===== src/rtl/flag_alu_pkg.sv =====
package flag_alu_pkg;
  localparam int OPC_W = 4;

  localparam logic [OPC_W-1:0] OPC_ADD = 4'd0;
  localparam logic [OPC_W-1:0] OPC_SUB = 4'd1;
  localparam logic [OPC_W-1:0] OPC_ADC = 4'd2;
  localparam logic [OPC_W-1:0] OPC_SBC = 4'd3;
  localparam logic [OPC_W-1:0] OPC_AND = 4'd4;
  localparam logic [OPC_W-1:0] OPC_BIC = 4'd5;
  localparam logic [OPC_W-1:0] OPC_ORR = 4'd6;
  localparam logic [OPC_W-1:0] OPC_ORN = 4'd7;
  localparam logic [OPC_W-1:0] OPC_EOR = 4'd8;
  localparam logic [OPC_W-1:0] OPC_EON = 4'd9;

  typedef enum logic [1:0] {CLS_NONE, CLS_ARITH, CLS_LOGIC} op_class_e;
  typedef enum logic [1:0] {CIN_ZERO, CIN_ONE, CIN_FLAG} cin_sel_e;
  typedef enum logic [1:0] {LOP_AND, LOP_OR, LOP_XOR} logic_op_e;

  typedef struct packed {
    op_class_e cls;
    logic      inv_b;
    cin_sel_e  cin;
    logic_op_e lop;
    logic      flag_ok;
  } dec_t;
endpackage


===== src/rtl/flag_alu_decode.sv =====
module flag_alu_decode
  import flag_alu_pkg::*;
(
  input  logic [OPC_W-1:0] opcode,
  output dec_t             dec
);
  always_comb begin
    dec = '{cls: CLS_NONE, inv_b: 1'b0, cin: CIN_ZERO, lop: LOP_AND, flag_ok: 1'b0};
    case (opcode)
      OPC_ADD: dec = '{cls: CLS_ARITH, inv_b: 1'b0, cin: CIN_ZERO, lop: LOP_AND, flag_ok: 1'b1};
      OPC_SUB: dec = '{cls: CLS_ARITH, inv_b: 1'b1, cin: CIN_ONE,  lop: LOP_AND, flag_ok: 1'b1};
      OPC_ADC: dec = '{cls: CLS_ARITH, inv_b: 1'b0, cin: CIN_FLAG, lop: LOP_AND, flag_ok: 1'b1};
      OPC_SBC: dec = '{cls: CLS_ARITH, inv_b: 1'b1, cin: CIN_FLAG, lop: LOP_AND, flag_ok: 1'b1};
      OPC_AND: dec = '{cls: CLS_LOGIC, inv_b: 1'b0, cin: CIN_ZERO, lop: LOP_AND, flag_ok: 1'b1};
      OPC_BIC: dec = '{cls: CLS_LOGIC, inv_b: 1'b1, cin: CIN_ZERO, lop: LOP_AND, flag_ok: 1'b1};
      OPC_ORR: dec = '{cls: CLS_LOGIC, inv_b: 1'b0, cin: CIN_ZERO, lop: LOP_OR,  flag_ok: 1'b0};
      OPC_ORN: dec = '{cls: CLS_LOGIC, inv_b: 1'b1, cin: CIN_ZERO, lop: LOP_OR,  flag_ok: 1'b0};
      OPC_EOR: dec = '{cls: CLS_LOGIC, inv_b: 1'b0, cin: CIN_ZERO, lop: LOP_XOR, flag_ok: 1'b0};
      OPC_EON: dec = '{cls: CLS_LOGIC, inv_b: 1'b1, cin: CIN_ZERO, lop: LOP_XOR, flag_ok: 1'b0};
      default: ;
    endcase
  end
endmodule


===== src/rtl/flag_alu_adder.sv =====
module flag_alu_adder #(
  parameter int W  = 64,
  parameter int NW = 32
) (
  input  logic [W-1:0] a,
  input  logic [W-1:0] b,
  input  logic         cin,
  input  logic         wide,
  output logic [W-1:0] sum,
  output logic         c,
  output logic         v
);
  localparam int HW = W - NW;

  logic [W:0]  full_sum;
  logic [NW:0] part_sum;

  always_comb begin
    full_sum = {1'b0, a} + {1'b0, b} + {{W{1'b0}}, cin};
    part_sum = {1'b0, a[NW-1:0]} + {1'b0, b[NW-1:0]} + {{NW{1'b0}}, cin};
    if (wide) begin
      sum = full_sum[W-1:0];
      c   = full_sum[W];
      v   = (a[W-1] == b[W-1]) && (full_sum[W-1] != a[W-1]);
    end else begin
      sum = {{HW{1'b0}}, part_sum[NW-1:0]};
      c   = part_sum[NW];
      v   = (a[NW-1] == b[NW-1]) && (part_sum[NW-1] != a[NW-1]);
    end
  end
endmodule


===== src/rtl/flag_alu_logic.sv =====
module flag_alu_logic
  import flag_alu_pkg::*;
#(
  parameter int W  = 64,
  parameter int NW = 32
) (
  input  logic [W-1:0] a,
  input  logic [W-1:0] b,
  input  logic_op_e    lop,
  input  logic         wide,
  output logic [W-1:0] y
);
  localparam int HW = W - NW;
  logic [W-1:0] raw;

  always_comb begin
    case (lop)
      LOP_OR:  raw = a | b;
      LOP_XOR: raw = a ^ b;
      default: raw = a & b;
    endcase
    y = wide ? raw : {{HW{1'b0}}, raw[NW-1:0]};
  end
endmodule


===== src/rtl/flag_alu_flags.sv =====
module flag_alu_flags
  import flag_alu_pkg::*;
#(
  parameter int W  = 64,
  parameter int NW = 32
) (
  input  logic [W-1:0] res,
  input  logic         wide,
  input  op_class_e    cls,
  input  logic         c_arith,
  input  logic         v_arith,
  output logic [3:0]   nzcv
);
  logic n_bit, z_bit, arith;

  always_comb begin
    arith = (cls == CLS_ARITH);
    n_bit = wide ? res[W-1] : res[NW-1];
    z_bit = wide ? (res == '0) : (res[NW-1:0] == '0);
    nzcv  = {n_bit, z_bit, arith & c_arith, arith & v_arith};
  end
endmodule


===== src/rtl/flag_alu.sv =====
module flag_alu
  import flag_alu_pkg::*;
#(
  parameter int W  = 64,
  parameter int NW = 32
) (
  input  logic [W-1:0]     op_a,
  input  logic [W-1:0]     op_b,
  input  logic [OPC_W-1:0] opcode,
  input  logic             set_flags,
  input  logic             wide,
  input  logic             cin_flag,
  output logic [W-1:0]     result,
  output logic [3:0]       nzcv,
  output logic             flags_we
);
  dec_t         dec;
  logic [W-1:0] b_eff, add_sum, log_y;
  logic         add_cin, add_c, add_v;

  flag_alu_decode u_dec (.opcode(opcode), .dec(dec));

  always_comb begin
    b_eff = dec.inv_b ? ~op_b : op_b;
    case (dec.cin)
      CIN_ONE:  add_cin = 1'b1;
      CIN_FLAG: add_cin = cin_flag;
      default:  add_cin = 1'b0;
    endcase
  end

  flag_alu_adder #(.W(W), .NW(NW)) u_add (
    .a(op_a), .b(b_eff), .cin(add_cin), .wide(wide),
    .sum(add_sum), .c(add_c), .v(add_v)
  );

  flag_alu_logic #(.W(W), .NW(NW)) u_log (
    .a(op_a), .b(b_eff), .lop(dec.lop), .wide(wide), .y(log_y)
  );

  always_comb begin
    case (dec.cls)
      CLS_ARITH: result = add_sum;
      CLS_LOGIC: result = log_y;
      default:   result = '0;
    endcase
    flags_we = set_flags & dec.flag_ok;
  end

  flag_alu_flags #(.W(W), .NW(NW)) u_flg (
    .res(result), .wide(wide), .cls(dec.cls),
    .c_arith(add_c), .v_arith(add_v), .nzcv(nzcv)
  );

  always_comb begin
    a_r4_upper_zero: assert (wide || result[W-1:NW] == '0)
      else $error("R4: upper word not zero in narrow mode");
    a_r5_sign_flag: assert (nzcv[3] == (wide ? result[W-1] : result[NW-1]))
      else $error("R5: N does not follow result sign");
    a_r6_zero_flag: assert (!nzcv[2] || result == '0)
      else $error("R6: Z set with nonzero result");
    a_r9_logic_cv: assert (!(flags_we && (opcode == OPC_AND || opcode == OPC_BIC)) || nzcv[1:0] == 2'b00)
      else $error("R9: logic op produced C or V");
    a_r10_no_flag_or_xor: assert (!(opcode inside {OPC_ORR, OPC_ORN, OPC_EOR, OPC_EON}) || !flags_we)
      else $error("R10: flag write on non-flag op");
    a_r11_unknown_op: assert (opcode <= OPC_EON || (result == '0 && !flags_we))
      else $error("R11: unknown opcode not quiet");
  end
endmodule


===== config.mk =====
export PLATFORM = sky130hd
export DESIGN_NAME = flag_alu
export DESIGN_NICKNAME = d
export VERILOG_FILES = /design/src/rtl/flag_alu_pkg.sv /design/src/rtl/flag_alu_decode.sv /design/src/rtl/flag_alu_adder.sv /design/src/rtl/flag_alu_logic.sv /design/src/rtl/flag_alu_flags.sv /design/src/rtl/flag_alu.sv
export SDC_FILE = /design/constraint.sdc
export NUM_CORES = 1
export LEC_CHECK = 0
export CAP_MARGIN = 0
export CORE_UTILIZATION = 41
export DETAILED_ROUTE_END_ITERATION = 10
export GPL_TIMING_DRIVEN = 1
export PLACE_DENSITY_LB_ADDON = 0.25
export SLEW_MARGIN = 15
export SYNTH_ARGS = -nofsm -noshare
export SYNTH_HDL_FRONTEND = slang
export SYNTH_SLANG_ARGS = --single-unit

===== constraint.sdc =====
create_clock -name vclk -period 11.7
set_input_delay 1.755 -clock vclk [all_inputs]
set_output_delay 1.755 -clock vclk [all_outputs]
set_load 0.05 [all_outputs]

==> Word-level counts from Yosys, hierarchy flattened <==
Cells that the tools add are included.
{ "classes": {"n_addsub": 4, "n_mul": 0, "div": 0, "order_cmp": 0, "eq_ne": 19, "shift": 0, "muxes": 11, "bitwise": 7, "reduce_logical": 5} }
{ "ops": {"columns": ["op", "n"], "rows": [
  ["64-bit one-hot mux with 2 select lines", 2],
  ["64-bit two-way mux", 3],
  ["8-bit one-hot mux with 10 select lines", 1],
  ["64-bit by 64-bit adder with 65-bit output", 1],
  ["65-bit by 1-bit adder with 65-bit output", 1],
  ["64-bit bitwise AND", 1],
  ["64-bit zero test", 1],
  ["64-bit inverter", 1],
  ["64-bit OR", 1],
  ["64-bit bitwise XOR", 1],
  ["32-bit by 32-bit adder with 33-bit output", 1],
  ["33-bit by 1-bit adder with 33-bit output", 1],
  ["32-bit zero test", 1],
  ["4-bit by 3-bit equality test with 1-bit output (second input constant)", 4],
  ["4-bit by 2-bit equality test with 1-bit output (second input constant)", 2],
  ["4-bit equality test (second input constant)", 2],
  ["2-bit by 1-bit equality test with 1-bit output (second input constant)", 3],
  ["2-bit equality test (second input constant)", 3],
  ["4-bit by 1-bit equality test with 1-bit output (second input constant)", 1],
  ["4-bit zero test", 1],
  ["1-bit two-way mux", 4],
  ["1-bit bitwise AND", 3],
  ["1-bit equality test", 2],
  ["1-bit logical AND", 2],
  ["other kinds (2)", 3]
]} }
{ "totals": {"regBits": 0, "latchBits": 0, "ram_bits": 0, "mem_bits_ro": 0, "in_bits": 135, "out_inout_bits": 69, "wordCells": 46, "mem_count": 0} }

==> Longest topological paths before layout <==
{ "depth": {"word_depth": 9, "ltp_mapped": 26, "mapped_depth_nobuf": 22} }

==> Modules after synthesis <==
Synthesis repeated with hierarchy kept, for this count alone.
{ "unflattened": {"hier_cells": 1478, "hier_area_um2": 10261.1} }
{ "modules_own_cells": {"columns": ["mod", "n_inst", "cells_each", "area_per_inst_um2", "seq_area_each_um2"], "rows": [
  ["flag_alu_adder", 1, 662, 4340.4, 0.0],
  ["flag_alu_logic", 1, 548, 4068.9, 0.0],
  ["flag_alu", 1, 231, 1594.0, 0.0],
  ["flag_alu_flags", 1, 27, 192.7, 0.0],
  ["flag_alu_decode", 1, 10, 65.1, 0.0]
]} }

==> Least setup slack after synthesis <==
Ideal clock, no wire load.
{ "synth_timing": {"path_kind": "input-to-output", "startpoint": "input opcode[2]", "endpoint": "output nzcv[2]", "arrival_ps": 7644, "t_required_ps": 9945, "setup_slack_ps": 2301, "path_stages": 25, "path_buffers": 3, "path_cell_list": "nor2_1 and2_1 inv_1 ha_1 o21ai_0 a21oi_1 nand2b_1 clkbuf_1 buf_1 xnor2_1 fa_1 inv_1 fa_1 nand2b_1 a21o_1 a2111o_1 a31oi_4 or4_4 a41oi_4 o21a_1 o311ai_1 nor4_1 or4bb_1 nor4_2 buf_4"} }
{ "synth_between": {"elab_chain_len": 9, "word_cells_on_any_way": 33, "cone_classes": "add/sub: 4; eq/ne: 15; mux: 8; bitwise: 3; reduce/logical: 3"} }
{ "synth_lines": {"columns": ["element", "line_no", "text"], "rows": [
  ["start: declaration", "flag_alu.sv:9", "input logic [OPC_W-1:0] opcode,"],
  ["4-bit equality test (tied with other cells)", "flag_alu_decode.sv:9", "case (opcode)"],
  ["8-bit one-hot mux with 10 select lines *", "flag_alu_decode.sv:9", null],
  ["64-bit two-way mux (tied with other cells)", "flag_alu.sv:24", "b_eff = dec.inv_b ? ~op_b : op_b;"],
  ["64-bit by 64-bit adder with 65-bit output (tied with other cells)", "flag_alu_adder.sv:19", "full_sum = {1'b0, a} + {1'b0, b} + {{W{1'b0}}, cin};"],
  ["65-bit by 1-bit adder with 65-bit output or 64-bit one-hot mux with 2 select lines (tied branches)", "flag_alu_adder.sv:19, flag_alu_logic.sv:17", null],
  ["64-bit two-way mux, on equally long branches", "flag_alu_adder.sv:21, flag_alu_logic.sv:22", null],
  ["64-bit one-hot mux with 2 select lines *", "flag_alu.sv:42", "case (dec.cls)"],
  ["via result[58]", "flag_alu.sv:13", "output logic [W-1:0] result,"],
  ["64-bit zero test *", "flag_alu_flags.sv:19", "z_bit = wide ? (res == '0) : (res[NW-1:0] == '0);"],
  ["1-bit two-way mux *", "flag_alu_flags.sv:19", null],
  ["end: declaration", "flag_alu.sv:14", "output logic [3:0] nzcv,"]
]} }
The timed path passes the listed nets; every way through them passes the cells marked *.

==> Worst setup path in the final report <==
{ "layout_timing": {"startpoint": "input opcode[1]", "endpoint": "output nzcv[2]"} }
{ "layout_between": {"elab_chain_len": 9, "word_cells_on_any_way": 33, "cone_classes": "add/sub: 4; eq/ne: 15; mux: 8; bitwise: 3; reduce/logical: 3"} }
{ "layout_lines": {"columns": ["element", "line_no"], "rows": [
  ["4-bit equality test (tied with other cells)", "flag_alu_decode.sv:9"],
  ["8-bit one-hot mux with 10 select lines *", "flag_alu_decode.sv:9"],
  ["64-bit two-way mux (tied with other cells)", "flag_alu.sv:24"],
  ["64-bit by 64-bit adder with 65-bit output (tied with other cells)", "flag_alu_adder.sv:19"],
  ["65-bit by 1-bit adder with 65-bit output (tied with other cells)", "flag_alu_adder.sv:19"],
  ["64-bit two-way mux, on equally long branches", "flag_alu_adder.sv:21, flag_alu_logic.sv:22"],
  ["64-bit one-hot mux with 2 select lines *", "flag_alu.sv:42"],
  ["64-bit zero test or 32-bit zero test (tied branches)", "flag_alu_flags.sv:19"],
  ["1-bit two-way mux *", "flag_alu_flags.sv:19"]
]} }
Mark *: on every way between the ends. The rest lies on a longest branch, timed or not.

==> results.ini <==
[power_and_ir_drop]
p_seq_frac = 0
intPower_mw = 0.296
pwr-share-comb = 1.000
ir_worst_vdd_v = 0.0000347
p_total_mw = 0.800
p_sw_mw = 0.504
p_leak_nw = 4.64
pwr-share-clk = 0
swShare = 0.630
cellPowerDensity_nw_per_um2 = 74.0

[grt]
first_global_vias = 10100
grt_max_degree = 65
grt.overflow.total = 0
grtUsageTotal = 0.325
antenna_found_initial = 0
grt_pass1_wl_um = 56400

[layout]
final_common_cell = clkdlybuf4s50_1
area_growth_syn_to_layout_pct = 24.2
final_nets = 1742
numSequentialCells = 0
antennaDiodeCount = 0
drive_gt1_frac = 0.0293
multi_input_area_um2 = 7730
final-seq-area_um2 = 0
final_cell_mix = clkdlybuf4s50_1 (204), inv_1 (155), nand2_1 (145), ha_1 (132), o21ai_0 (101)
fillers = 2095
n_clock_buffer = 0

[placement]
port_buffers = 204
routabilityCongestion = 0.976
dp_hpwl_um = 29800

[floorplanning]
die_x_um = 148
core-area_um2 = 20500
num_rows = 52
start_util = 0.425
ios = 204
die_h_um = 148
die_area_um2 = 21800

[timing]
finalSetupViolCount = 0
fin_crit_sh = 0.937
final-max-slew-violation-count = 0
slew_headroom = 0.272
hold_viol_final = 0
fin_crit_ns = 10.96
rsz0062_at_grt = no
tns_ns = 0
fmax_ghz = 0.0913
max_slew.worst_pin.slew_ns = 1.09

[worst_setup_path]
crit_path_end = nzcv[2]
path_class = input pin to output pin
setup.worst_path.start_class = input pin
crit_path_max_fanout = 35
end_kind = output pin
arrival_ns = 9.20
worstSetupStartpoint = opcode[1]
crit_required_ns = 9.95

[logic_synthesis]
yosysWarnings = 0
yosysSeqAreaShare = 0
syn_area_per_cell_um2 = 6.45
yosysUniqueCellTypes = 88
syn_inst = 1349
synth_nets = 1619
syn_area_um2 = 8700

[run]
cap_viol_max_count = 0

[clocking]
cts-hold-fix-buffers = 0
cts_setup_buffers = 0
cts.repair.resized = 0

[detailed_routing]
drt_iter0_drc = 871
viasPerCell = 6.02
wl_met2_um = 17800
met1Wirelength_um = 15600
drtAntennaViolNets = 0
drc_errors = 0
wl_per_cell_um = 21.0
top_layer_used = met4
wl_met3_um = 2330
via_count = 10500
finalWirelength_um = 36500
drt_pass1_iterations = 6

[min_path]
worst_hold_path.num_cells = 3
hold_path.class = input pin to output pin

[outcome]
status = completed

[kinds of logic (layout without fill, tap and decap cells)]
group | count (synthesis) | after routing | synth area share
buffers and inverters | 253 | 374 | 0.113
multiplexers | 41 | 41 | 0.0482
XOR/XNOR | 104 | 104 | 0.105
adder cells (fa/ha/maj) | 135 | 135 | 0.196
AND/OR/NAND/NOR | 395 | 395 | 0.219
AO/OA/AOI/OAI | 421 | 421 | 0.319
[cell usage after synthesis, types with 11 or more instances]
cell | count | area share
buf_1 | 15 | 0.0065
xnor2_1 | 82 | 0.083
clkbuf_1 | 64 | 0.028
buf_2 | 13 | 0.0075
o21ai_1 | 16 | 0.0092
o21ai_0 | 101 | 0.058
a21o_1 | 17 | 0.015
o211ai_1 | 32 | 0.028
nand4_1 | 36 | 0.026
a31oi_1 | 11 | 0.0079
mux2i_1 | 37 | 0.043
nand2_1 | 145 | 0.063
nor3_1 | 25 | 0.014
a21oi_1 | 92 | 0.053
nand3_1 | 17 | 0.0098
xor2_1 | 22 | 0.022
o22ai_1 | 27 | 0.019
o21a_1 | 16 | 0.014
nor2_1 | 88 | 0.038
nor4_1 | 12 | 0.0086
ha_1 | 133 | 0.19
inv_1 | 156 | 0.067
[power groups by stage]
stage / logic (mW) / registers [mW] / clock network, mW
after floorplan: 0.538 / 0 / 0
after global placement: 0.781 / 0 / 0
after detailed placement: 0.782 / 0 / 0
after CTS: 0.787 / 0 / 0
after global routing: 0.861 / 0 / 0
final: 0.800 / 0 / 0
[final cells by class]
class | instances | area share
repair buffers | 218 | 0.200
multi-input cells | 1096 | 0.715
well taps | 270 | 0.0312
inverters | 156 | 0.0542
[critical path, cell delays in order]
cell	delay (ns)
clkdlybuf4s50_1	0.58
nand2_1	0.09
or2_2	0.30
ha_1	0.22
o21ai_0	0.15
a21oi_1	0.09
nand2b_4	0.41
buf_12	0.34
xnor2_1	0.23
inv_1	0.11
ha_1	0.29
a211oi_1	0.59
o21ai_1	0.21
a31oi_1	0.55
o21ai_0	0.21
xor2_1	0.20
a221oi_1	0.27
nand4_1	0.24
nor4_1	0.63
nor4bb_1	0.37
nand4_1	0.15
nor4_2	0.33
clkdlybuf4s50_1	0.85
[worst min-delay path by stage]
stage               from        to
4_1_cts        set_flags  flags_we
6_report       set_flags  flags_we
2_1_floorplan       wide   nzcv[0]
3_3_place_gp   set_flags  flags_we
5_1_grt        set_flags  flags_we
3_5_place_dp   set_flags  flags_we
[through the flow]
step                      utilization  worst slack [ns]  cells  instance area [µm²]  hold WS, ns
after floorplan                     -              2.30   1349                 8700         3.81
after global placement          0.527             0.935   1740                10800         4.79
after global routing            0.527             0.352   1740                10800         4.78
final                           0.527             0.742   1740                10800         4.76
after CTS                       0.527             0.856   1740                10800         4.76
after detailed placement        0.527             0.885   1740                10800         4.76
[layer usage]
layer  global-route usage  up-vias
met2                0.588      440
met5                    0        -
met4               0.0660        0
met3               0.0182       44
met1                0.424     4971
li1                     -     5027
No activity file was read; power rests on OpenSTA's default activity.
